File: src/rtl/pair_pkg.sv
package pair_pkg;
   localparam int CLS_W = 4;

   typedef enum logic [CLS_W-1:0] {
      CL_MOV_LD = 4'd0,
      CL_MOV_ST = 4'd1,
      CL_ALU_R  = 4'd2,
      CL_ALU_M  = 4'd3,
      CL_INC    = 4'd4,
      CL_DEC    = 4'd5,
      CL_PUSH   = 4'd6,
      CL_POP    = 4'd7,
      CL_LEA    = 4'd8,
      CL_JMP    = 4'd9,
      CL_JCC    = 4'd10,
      CL_NOP    = 4'd11,
      CL_SHIFT  = 4'd12,
      CL_CARRY  = 4'd13,
      CL_CMP    = 4'd14,
      CL_CPLX   = 4'd15
   } cls_e;

   function automatic logic is_branch(cls_e c);
      return (c == CL_JMP) || (c == CL_JCC);
   endfunction

   function automatic logic is_alu_reg(cls_e c);
      return (c == CL_ALU_R) || (c == CL_CARRY) || (c == CL_CMP);
   endfunction
endpackage

File: src/rtl/pair_slot_rules.sv
module pair_slot_rules
   import pair_pkg::*;
#(
   parameter bit SLOT_B = 1'b0
) (
   input  cls_e cls,
   output logic eligible
);
   logic simple;
   assign simple = (cls != CL_CPLX);

   generate
      if (SLOT_B) begin : g_second
         // younger slot: branches fine, shifts refused
         assign eligible = simple && (cls != CL_SHIFT);
      end else begin : g_first
         // older slot: shifts fine, branches refused
         assign eligible = simple && !is_branch(cls);
      end
   endgenerate
endmodule

File: src/rtl/pair_clk_calc.sv
module pair_clk_calc
   import pair_pkg::*;
#(
   parameter int CLK_W = 3
) (
   input  cls_e             cls,
   input  logic             mem,
   input  logic             rmw,
   output logic [CLK_W-1:0] clks
);
   always_comb begin
      if (rmw)                        clks = CLK_W'(3);
      else if (mem && is_alu_reg(cls)) clks = CLK_W'(2);
      else                            clks = CLK_W'(1);
   end
endmodule

File: src/rtl/pair_dep_check.sv
module pair_dep_check
   import pair_pkg::*;
#(
   parameter int REG_W         = 8,
   parameter int SP_BIT        = 4,
   parameter bit STACK_PAIR_EN = 1'b1
) (
   input  cls_e             a_cls,
   input  cls_e             b_cls,
   input  logic [REG_W-1:0] a_dst,
   input  logic [REG_W-1:0] b_src,
   input  logic [REG_W-1:0] b_dst,
   input  logic             a_flag_wr,
   input  logic             b_flag_rd,
   output logic             hazard
);
   localparam logic [REG_W-1:0] SP_MASK = REG_W'(1) << SP_BIT;

   logic             like_stack;
   logic [REG_W-1:0] ignore_mask;
   logic [REG_W-1:0] overlap;
   logic             flag_dep;

   assign like_stack = ((a_cls == CL_PUSH) && (b_cls == CL_PUSH)) ||
                       ((a_cls == CL_POP)  && (b_cls == CL_POP));

   generate
      if (STACK_PAIR_EN) begin : g_stack_ex
         assign ignore_mask = like_stack ? SP_MASK : '0;
      end else begin : g_no_stack_ex
         assign ignore_mask = '0;
      end
   endgenerate

   // read-after-write and write-after-write on register bits
   assign overlap  = a_dst & (b_src | b_dst) & ~ignore_mask;
   assign flag_dep = a_flag_wr && b_flag_rd &&
                     !((a_cls == CL_CMP) && (b_cls == CL_JCC));
   assign hazard   = (|overlap) || flag_dep;
endmodule

File: src/rtl/pair_issue_check.sv
module pair_issue_check
   import pair_pkg::*;
#(
   parameter int REG_W         = 8,
   parameter int SP_BIT        = 4,
   parameter int RMW_EXTRA     = 2,
   parameter int CLK_W         = 3,
   parameter bit STACK_PAIR_EN = 1'b1
) (
   input  logic                 clk,
   input  logic                 rst_n,
   input  logic                 in_valid,
   input  logic [CLS_W-1:0]     a_cls,
   input  logic [REG_W-1:0]     a_dst,
   input  logic                 a_flag_wr,
   input  logic                 a_mem,
   input  logic                 a_rmw,
   input  logic                 b_valid,
   input  logic [CLS_W-1:0]     b_cls,
   input  logic [REG_W-1:0]     b_src,
   input  logic [REG_W-1:0]     b_dst,
   input  logic                 b_flag_rd,
   input  logic                 b_mem,
   input  logic                 b_rmw,
   output logic                 out_valid,
   output logic                 pair_ok,
   output logic [1:0]           issue_cnt,
   output logic [CLK_W-1:0]     exec_clks
);
   localparam int               RMW_PAIR = 3 + RMW_EXTRA;
   localparam logic [CLK_W-1:0] RMW_PAIR_CLKS = CLK_W'(RMW_PAIR);

   generate
      if (SP_BIT >= REG_W) begin : g_bad_sp
         $error("SP_BIT must index into the register mask");
      end
      if ((1 << CLK_W) <= RMW_PAIR) begin : g_bad_clkw
         $error("CLK_W too narrow for paired read-modify-write count");
      end
      if (RMW_EXTRA < 0) begin : g_bad_extra
         $error("RMW_EXTRA must not be negative");
      end
   endgenerate

   cls_e a_c, b_c;
   assign a_c = cls_e'(a_cls);
   assign b_c = cls_e'(b_cls);

   logic [1:0]       slot_ok;
   logic [CLK_W-1:0] slot_clks [2];
   cls_e             slot_cls  [2];
   logic             slot_mem  [2];
   logic             slot_rmw  [2];

   assign slot_cls[0] = a_c;  assign slot_cls[1] = b_c;
   assign slot_mem[0] = a_mem; assign slot_mem[1] = b_mem;
   assign slot_rmw[0] = a_rmw; assign slot_rmw[1] = b_rmw;

   generate
      for (genvar s = 0; s < 2; s++) begin : g_slot
         pair_slot_rules #(.SLOT_B(s == 1)) u_rules (
            .cls      (slot_cls[s]),
            .eligible (slot_ok[s])
         );
         pair_clk_calc #(.CLK_W(CLK_W)) u_clk (
            .cls  (slot_cls[s]),
            .mem  (slot_mem[s]),
            .rmw  (slot_rmw[s]),
            .clks (slot_clks[s])
         );
      end
   endgenerate

   logic hazard;
   pair_dep_check #(
      .REG_W         (REG_W),
      .SP_BIT        (SP_BIT),
      .STACK_PAIR_EN (STACK_PAIR_EN)
   ) u_dep (
      .a_cls     (a_c),
      .b_cls     (b_c),
      .a_dst     (a_dst),
      .b_src     (b_src),
      .b_dst     (b_dst),
      .a_flag_wr (a_flag_wr),
      .b_flag_rd (b_flag_rd),
      .hazard    (hazard)
   );

   logic             pair_c;
   logic [CLK_W-1:0] clks_c;

   assign pair_c = b_valid && (&slot_ok) && !hazard;

   always_comb begin
      if (!pair_c)
         clks_c = slot_clks[0];
      else if (a_rmw && b_rmw)
         clks_c = RMW_PAIR_CLKS;
      else if (slot_clks[1] > slot_clks[0])
         clks_c = slot_clks[1];
      else
         clks_c = slot_clks[0];
   end

   always_ff @(posedge clk) begin
      if (!rst_n) begin
         out_valid <= 1'b0;
         pair_ok   <= 1'b0;
         issue_cnt <= 2'd0;
         exec_clks <= '0;
      end else begin
         out_valid <= in_valid;
         if (in_valid) begin
            pair_ok   <= pair_c;
            issue_cnt <= pair_c ? 2'd2 : 2'd1;
            exec_clks <= clks_c;
         end
      end
   end

   // ---------------- assertions ----------------
   p_valid_follow_r11: assert property (@(posedge clk) disable iff (!rst_n)
      in_valid |=> out_valid);
   p_idle_quiet_r11: assert property (@(posedge clk) disable iff (!rst_n)
      !in_valid |=> !out_valid);
   p_count_match_r1: assert property (@(posedge clk) disable iff (!rst_n)
      out_valid |-> (issue_cnt == (pair_ok ? 2'd2 : 2'd1)));
   p_branch_first_r2: assert property (@(posedge clk) disable iff (!rst_n)
      (in_valid && is_branch(a_c)) |=> !pair_ok);
   p_shift_second_r3: assert property (@(posedge clk) disable iff (!rst_n)
      (in_valid && b_c == CL_SHIFT) |=> !pair_ok);
   p_cplx_single_r1: assert property (@(posedge clk) disable iff (!rst_n)
      (in_valid && (a_c == CL_CPLX || b_c == CL_CPLX)) |=> !pair_ok);
   p_rmw_penalty_r9: assert property (@(posedge clk) disable iff (!rst_n)
      (in_valid && a_rmw && b_rmw) |=> (!pair_ok || exec_clks == RMW_PAIR_CLKS));
   p_no_b_single_r10: assert property (@(posedge clk) disable iff (!rst_n)
      (in_valid && !b_valid) |=> (!pair_ok && issue_cnt == 2'd1));
   p_reset_clear_r12: assert property (@(posedge clk)
      !rst_n |=> (!out_valid && issue_cnt == 2'd0 && exec_clks == '0));
endmodule

File: config.mk
export PLATFORM = sky130hd
export DESIGN_NAME = pair_issue_check
export DESIGN_NICKNAME = d
export VERILOG_FILES = /design/src/rtl/pair_pkg.sv /design/src/rtl/pair_slot_rules.sv /design/src/rtl/pair_clk_calc.sv /design/src/rtl/pair_dep_check.sv /design/src/rtl/pair_issue_check.sv
export SDC_FILE = /design/constraint.sdc
export NUM_CORES = 1
export LEC_CHECK = 0
export BUFFER_PORTS_ARGS = -buffer_cell sky130_fd_sc_hd__buf_4
export CAP_MARGIN = 20
export CORE_AREA = 10 10 50 52
export CTS_CLUSTER_DIAMETER = 200
export DETAILED_ROUTE_END_ITERATION = 6
export DIE_AREA = 0 0 60 62
export GPL_TIMING_DRIVEN = 0
export PLACE_DENSITY = 0.79
export SYNTH_ARGS = -nofsm -noshare
export SYNTH_HDL_FRONTEND = slang
export SYNTH_SLANG_ARGS = --single-unit
File: constraint.sdc
create_clock -name clk -period 3.5 [get_ports clk]
set_clock_uncertainty 0.1 [all_clocks]
set_input_delay 0.35 -clock clk [delete_from_list [all_inputs] [get_ports clk]]
set_output_delay 0.35 -clock clk [all_outputs]
set_load 0.005 [all_outputs]
### Yosys cells after proc, flatten, opt, wreduce, memory -nomap -nowiden

Index checks and enable logic that the tools add are counted.

* add/sub/neg operators: 0
* $mul: 0
* divide/modulo/power cells: 0
* $lt $le $gt $ge: 1
* equality and inequality tests: 16
* shifts and indexed selects: 0
* mux-type cells: 9
* bitwise logic cells: 4
* reductions and logical operators: 24

Operators with widths (count)
* $eq 4x4->1 const B: 7
* $and 8x8->8: 2
* $eq 4x3->1 const B: 4
* $mux 3: 5
* $logic_and 1x1->1: 12
* $ne 4x4->1 const B: 3
* $eq 4x2->1 const B: 2
* $not 8->8: 1
* $or 8x8->8: 1
* $reduce_or 8->1: 1
* $logic_or 1x1->1: 7
* $mux 2: 3
* $mux 5: 1
* $gt 3x3->1: 1
* $logic_not 1->1: 3
* $reduce_and 2->1: 1

* register bits: 7
* latch bits: 0
* bits in writable memories: 0
* ROM bits: 0
* input port bits: 42
* output and inout port bits: 7
* word-level logic and storage cells: 58
* memories kept: 0

### Longest topological paths before layout

* depth after elaboration: 11
* mapped depth: 10

### Cells and area by module

A second synthesis with hierarchy kept.

* cell total of the unflattened synthesis: 76
* area, all modules: 611.8 um2

Modules (own cells, without submodules)
* pair_issue_check: times used 1, cells each 35, area an instance 335.3 um2
* pair_clk_calc: times used 2, cells each 8, area an instance 58.8 um2
* pair_dep_check: times used 1, cells each 18, area an instance 106.4 um2
* pair_slot_rules at g_slot[0].u_rules: times used 1, cells each 5, area an instance 38.8 um2
* pair_slot_rules at g_slot[1].u_rules: times used 1, cells each 2, area an instance 13.8 um2

### Worst setup path before layout

OpenSTA, ideal clock, no wires.

* path type: input to register
* from: input port b_cls[1]
* to: register exec_clks[0]
* arrival time: 1775 ps
* required time: 3312 ps
* path slack: 1537 ps
* cell stages on the path: 9
* cell sequence: or2b_2 -> o22ai_1 -> nand2_1 -> nand2b_1 -> ha_1 -> a21oi_1 -> a21oi_1 -> and4b_2 -> o32ai_2

* word-level cells in the longest chain between the ends: 11

Ends and longest elaborated chain
* from (decl): line pair_issue_check.sv:19 `input logic [CLS_W-1:0] b_cls,`
* parallel branches: the longest is 10 deep, another holds $gt 3x3->1
* $mux 3 *: line pair_issue_check.sv:96 `if (!pair_c)`
* to (signal assigned): line pair_issue_check.sv:117 `exec_clks <= clks_c;`
* to (decl): line pair_issue_check.sv:28 `output logic [CLK_W-1:0] exec_clks`

Mark *: on every way between the ends.
A chain may end at the register's enable or synchronous reset.

### Worst setup path in the final report

* from: input port b_cls[0]
* to: register exec_clks[0]

Same word-level chain as after synthesis.

==> flow_summary.yaml <==
cts:
  cts_htree_levels: 1
  clock_tree.root_cell: "clkbuf_4"
  numClockSinks: 6
  tritoncts: "yes"
  post_cts_hold_buffer_count: 0
  cts.reportedPaths.clkPinSlew_ns: 0.05
  clock_latency_ns: 0.24
  cts_resized: 0
  cts_max_path_buffers: 2
  numCtsBuffers: 3
  post-cts-setup-buffers: 0
critical_path:
  timing.critical_path.to_type: "flip-flop"
  timing.critical_path.from: "b_cls[0]"
  critical_path.reg2reg.endpoint: "exec_clks[1]"
  timing.reg2reg.worst_path_depth: 2
  worstReg2RegStart: "exec_clks[1]"
  worstSetupStartpointType: "input pin"
  path_max_fanout: 4
  cp_data_arrival_time_ns: 2.13
  ff2ff_setup_slack_ns: 2.77
  worst-endpoint-required_ns: 3.56
  worstSetupPathType: "input pin to flip-flop"
timing:
  rsz0062_at_grt: "no"
  min_period_over_period: 0.590
  finalHoldViolations: 0
  worst_pin_slew_ns: 0.437
  report.final.setup_viol: 0
  timing.fmax_ghz: 0.484
  max_slew_margin: 0.709
  timing.final.max_slew_violations: 0
  setup_tns_ns: 0
  post-route-min-period_ns: 2.07
hold_path:
  min_to: "exec_clks[0]"
  timing.hold.worst.class: "input pin to flip-flop"
  min_delay_path_depth: 2
  timing.hold.worst.start: "in_valid"
final_layout:
  num_antenna_cells: 0
  design.final.nets: 169
  drive_above_1_share: 0.492
  filler_cell_count: 156
  synthToLayoutAreaGrowth_pct: 67.2
yosys:
  ys_ff_latch: 6
  yosys_warnings: 0
  postSynthAreaPerCell_sq_um: 8.20
  yosysSeqAreaShare: 0.203
  synthesis.instances: 72
  syn-cell-area_sq_um: 591
  synth_nets: 117
  synth_largest_area_cell: "dfxtp_1"
  synth_cell_type_count: 33
  dominant_cells_by_area_after_synthesis: "dfxtp_1 20%, o21ai_0 7.6%, ha_1 6.4%, nand2b_1 5.3%, nor4_4 3.6%"
  synth.top_cell.area_share: 0.203
pwr:
  p_per_area_nw_per_um2: 224
  net-switching-power_uw: 59.3
  vdd.ir_drop.worst_v: 0.0000889
  netSwitchingFraction: 0.268
  share_comb_of_total_power: 0.377
  seqPwrFrac: 0.331
  internal_power_uw: 162
  power_uw: 221
  clock_power_share: 0.291
  power_leakage_uw: 0.000474
placement:
  io_buffers: 47
  gp_congestion: 0.833
  detailed_placement_wirelength_estimate_microns: 1740
floorplan:
  rows: 15
  die-area_sq_um: 3720
  pin_count: 49
  floorplan.die.width_microns: 60
  coreArea_sq_um: 1610
  floorplan.initialDensity: 0.366
  die_h_microns: 62
route:
  drt_iter0_drc: 13
  routed_wire_length_per_instance_microns: 14.1
  detail-route-antenna-nets: 0
  post-route-drc-count: 0
  drt_pre_antenna_iters: 4
  routed_wirelength_microns: 1970
  routed_via_density: 5.22
  vias: 726
run_status:
  outcome: "completed"
grt:
  first_global_vias: 734
  maximum_number_of_pins_on_one_net_before_global_route_repair: 10
  groute.usage.overall: 0.104
  overflow_left_after_global_routing: 0
  grt_first_pass_wirelength_microns: 3070
  grt_antenna_before_repair: 0
job:
  max_cap_viol: 0
[cell usage in the layout, fill, tap and decap left out, types with 3 or more instances in the layout]
cell      count
clkbuf_4      3
nand3_1       3
dfxtp_1       6
a21oi_1       4
buf_4        49
nand2_1       4
ha_1          3
o21ai_0       9
nand2b_1      5
inv_1         4
[kinds of logic (layout without fill, tap and decap cells)]
kind of cell / after synthesis / in the layout / share of synthesized area
and+or+nand+nor: 28 / 28 / 0.339
AOI/OAI and AO/OA: 25 / 25 / 0.284
DFF: 6 / 6 / 0.203
buffers and inverters: 6 / 56 / 0.0508
xor gates and xnor gates: 4 / 4 / 0.0593
adders and majority gates: 3 / 3 / 0.0636
[synth_stat cells]
| master | instances |
|---|---|
| nor4bb_1 | 1 |
| ha_1 | 3 |
| inv_1 | 4 |
| buf_4 | 2 |
| nor2_1 | 1 |
| o211a_1 | 1 |
| and2_1 | 1 |
| nor4_4 | 1 |
| a21boi_0 | 2 |
| nand2_1 | 4 |
| a21oi_1 | 4 |
| nand4_1 | 2 |
| and3_1 | 1 |
| o22ai_1 | 2 |
| nand2_2 | 1 |
| a31oi_1 | 2 |
| o2bb2ai_1 | 1 |
| nand3_1 | 3 |
| xor2_1 | 2 |
| xnor2_1 | 2 |
| nand4bb_1 | 1 |
| nor3b_1 | 1 |
| o32ai_2 | 1 |
| and4b_2 | 1 |
| dfxtp_1 | 6 |
| o21ai_0 | 9 |
| a21o_2 | 1 |
| a41oi_1 | 1 |
| nand2b_1 | 5 |
| nand3b_1 | 2 |
| or2b_2 | 2 |
| and3b_2 | 1 |
| o311a_1 | 1 |
[worst max-delay path by stage]
stage | endpoint | depth (start not counted) | slack [ns]
2_1_floorplan | exec_clks[0] | 9 | 1.54
3_3_place_gp | exec_clks[0] | 10 | 1.26
3_5_place_dp | exec_clks[0] | 10 | 1.20
4_1_cts | exec_clks[0] | 10 | 1.46
5_1_grt | exec_clks[0] | 10 | 1.37
6_report | exec_clks[0] | 10 | 1.43
[state kept, by name, indices dropped and copies added (netlist names)]
name and cells:
exec_clks 3, issue_cnt 1, out_valid 1, pair_ok 1
[area by class of cell]
type,count,area [sq um],share of cell area
well taps,17,21.3,0.0215
clock buffers,3,22.5,0.0228
multi-input cells,60,440,0.446
repair buffers,47,353,0.357
inverters,4,15.0,0.0152
flip-flops and latches,6,120,0.122
plain buffers,2,15.0,0.0152
[routing by layer]
layer,part of all wire,global-route usage,up-vias
met5,0,0,-
met4,0.023,0.0705,0
met3,0.11,0.0366,4
met2,0.46,0.179,34
met1,0.40,0.102,318
li1,-,-,370
[per-stage QoR]
| stage | std cells | setup slack (ns) | utilization | area [sq um] | hold slack [ns] |
|---|---|---|---|---|---|
| finish | 139 | 1.43 | 0.612 | 987 | 0.249 |
| CTS | 139 | 1.46 | 0.612 | 987 | 0.243 |
| global route | 139 | 1.37 | 0.612 | 987 | 0.252 |
| detailed placement | 136 | 1.20 | 0.598 | 965 | 0.377 |
| floorplan | 72 | 1.54 | - | 591 | 0.370 |
| global placement | 136 | 1.26 | 0.598 | 965 | 0.367 |
[power by group through the flow]
stage / logic [uW] / clock network, uW / registers (uW)
floorplan: 33.6 / 0 / 74.9
global placement: 81.5 / 0 / 74.4
detailed placement: 84.0 / 0 / 74.5
CTS: 84.1 / 68.3 / 73.2
global route: 92.0 / 71.4 / 73.5
finish: 83.6 / 64.5 / 73.3
[worst max-delay path, cell delays in order]
cell and delay [ns]:
buf_4 0.13, or2b_2 0.29, o22ai_1 0.28, nand2_1 0.09
nand2b_1 0.10, ha_1 0.24, a21oi_1 0.12, a21oi_1 0.07
and4b_2 0.26, o32ai_2 0.18
No activity file was read; power rests on OpenSTA's default activity.
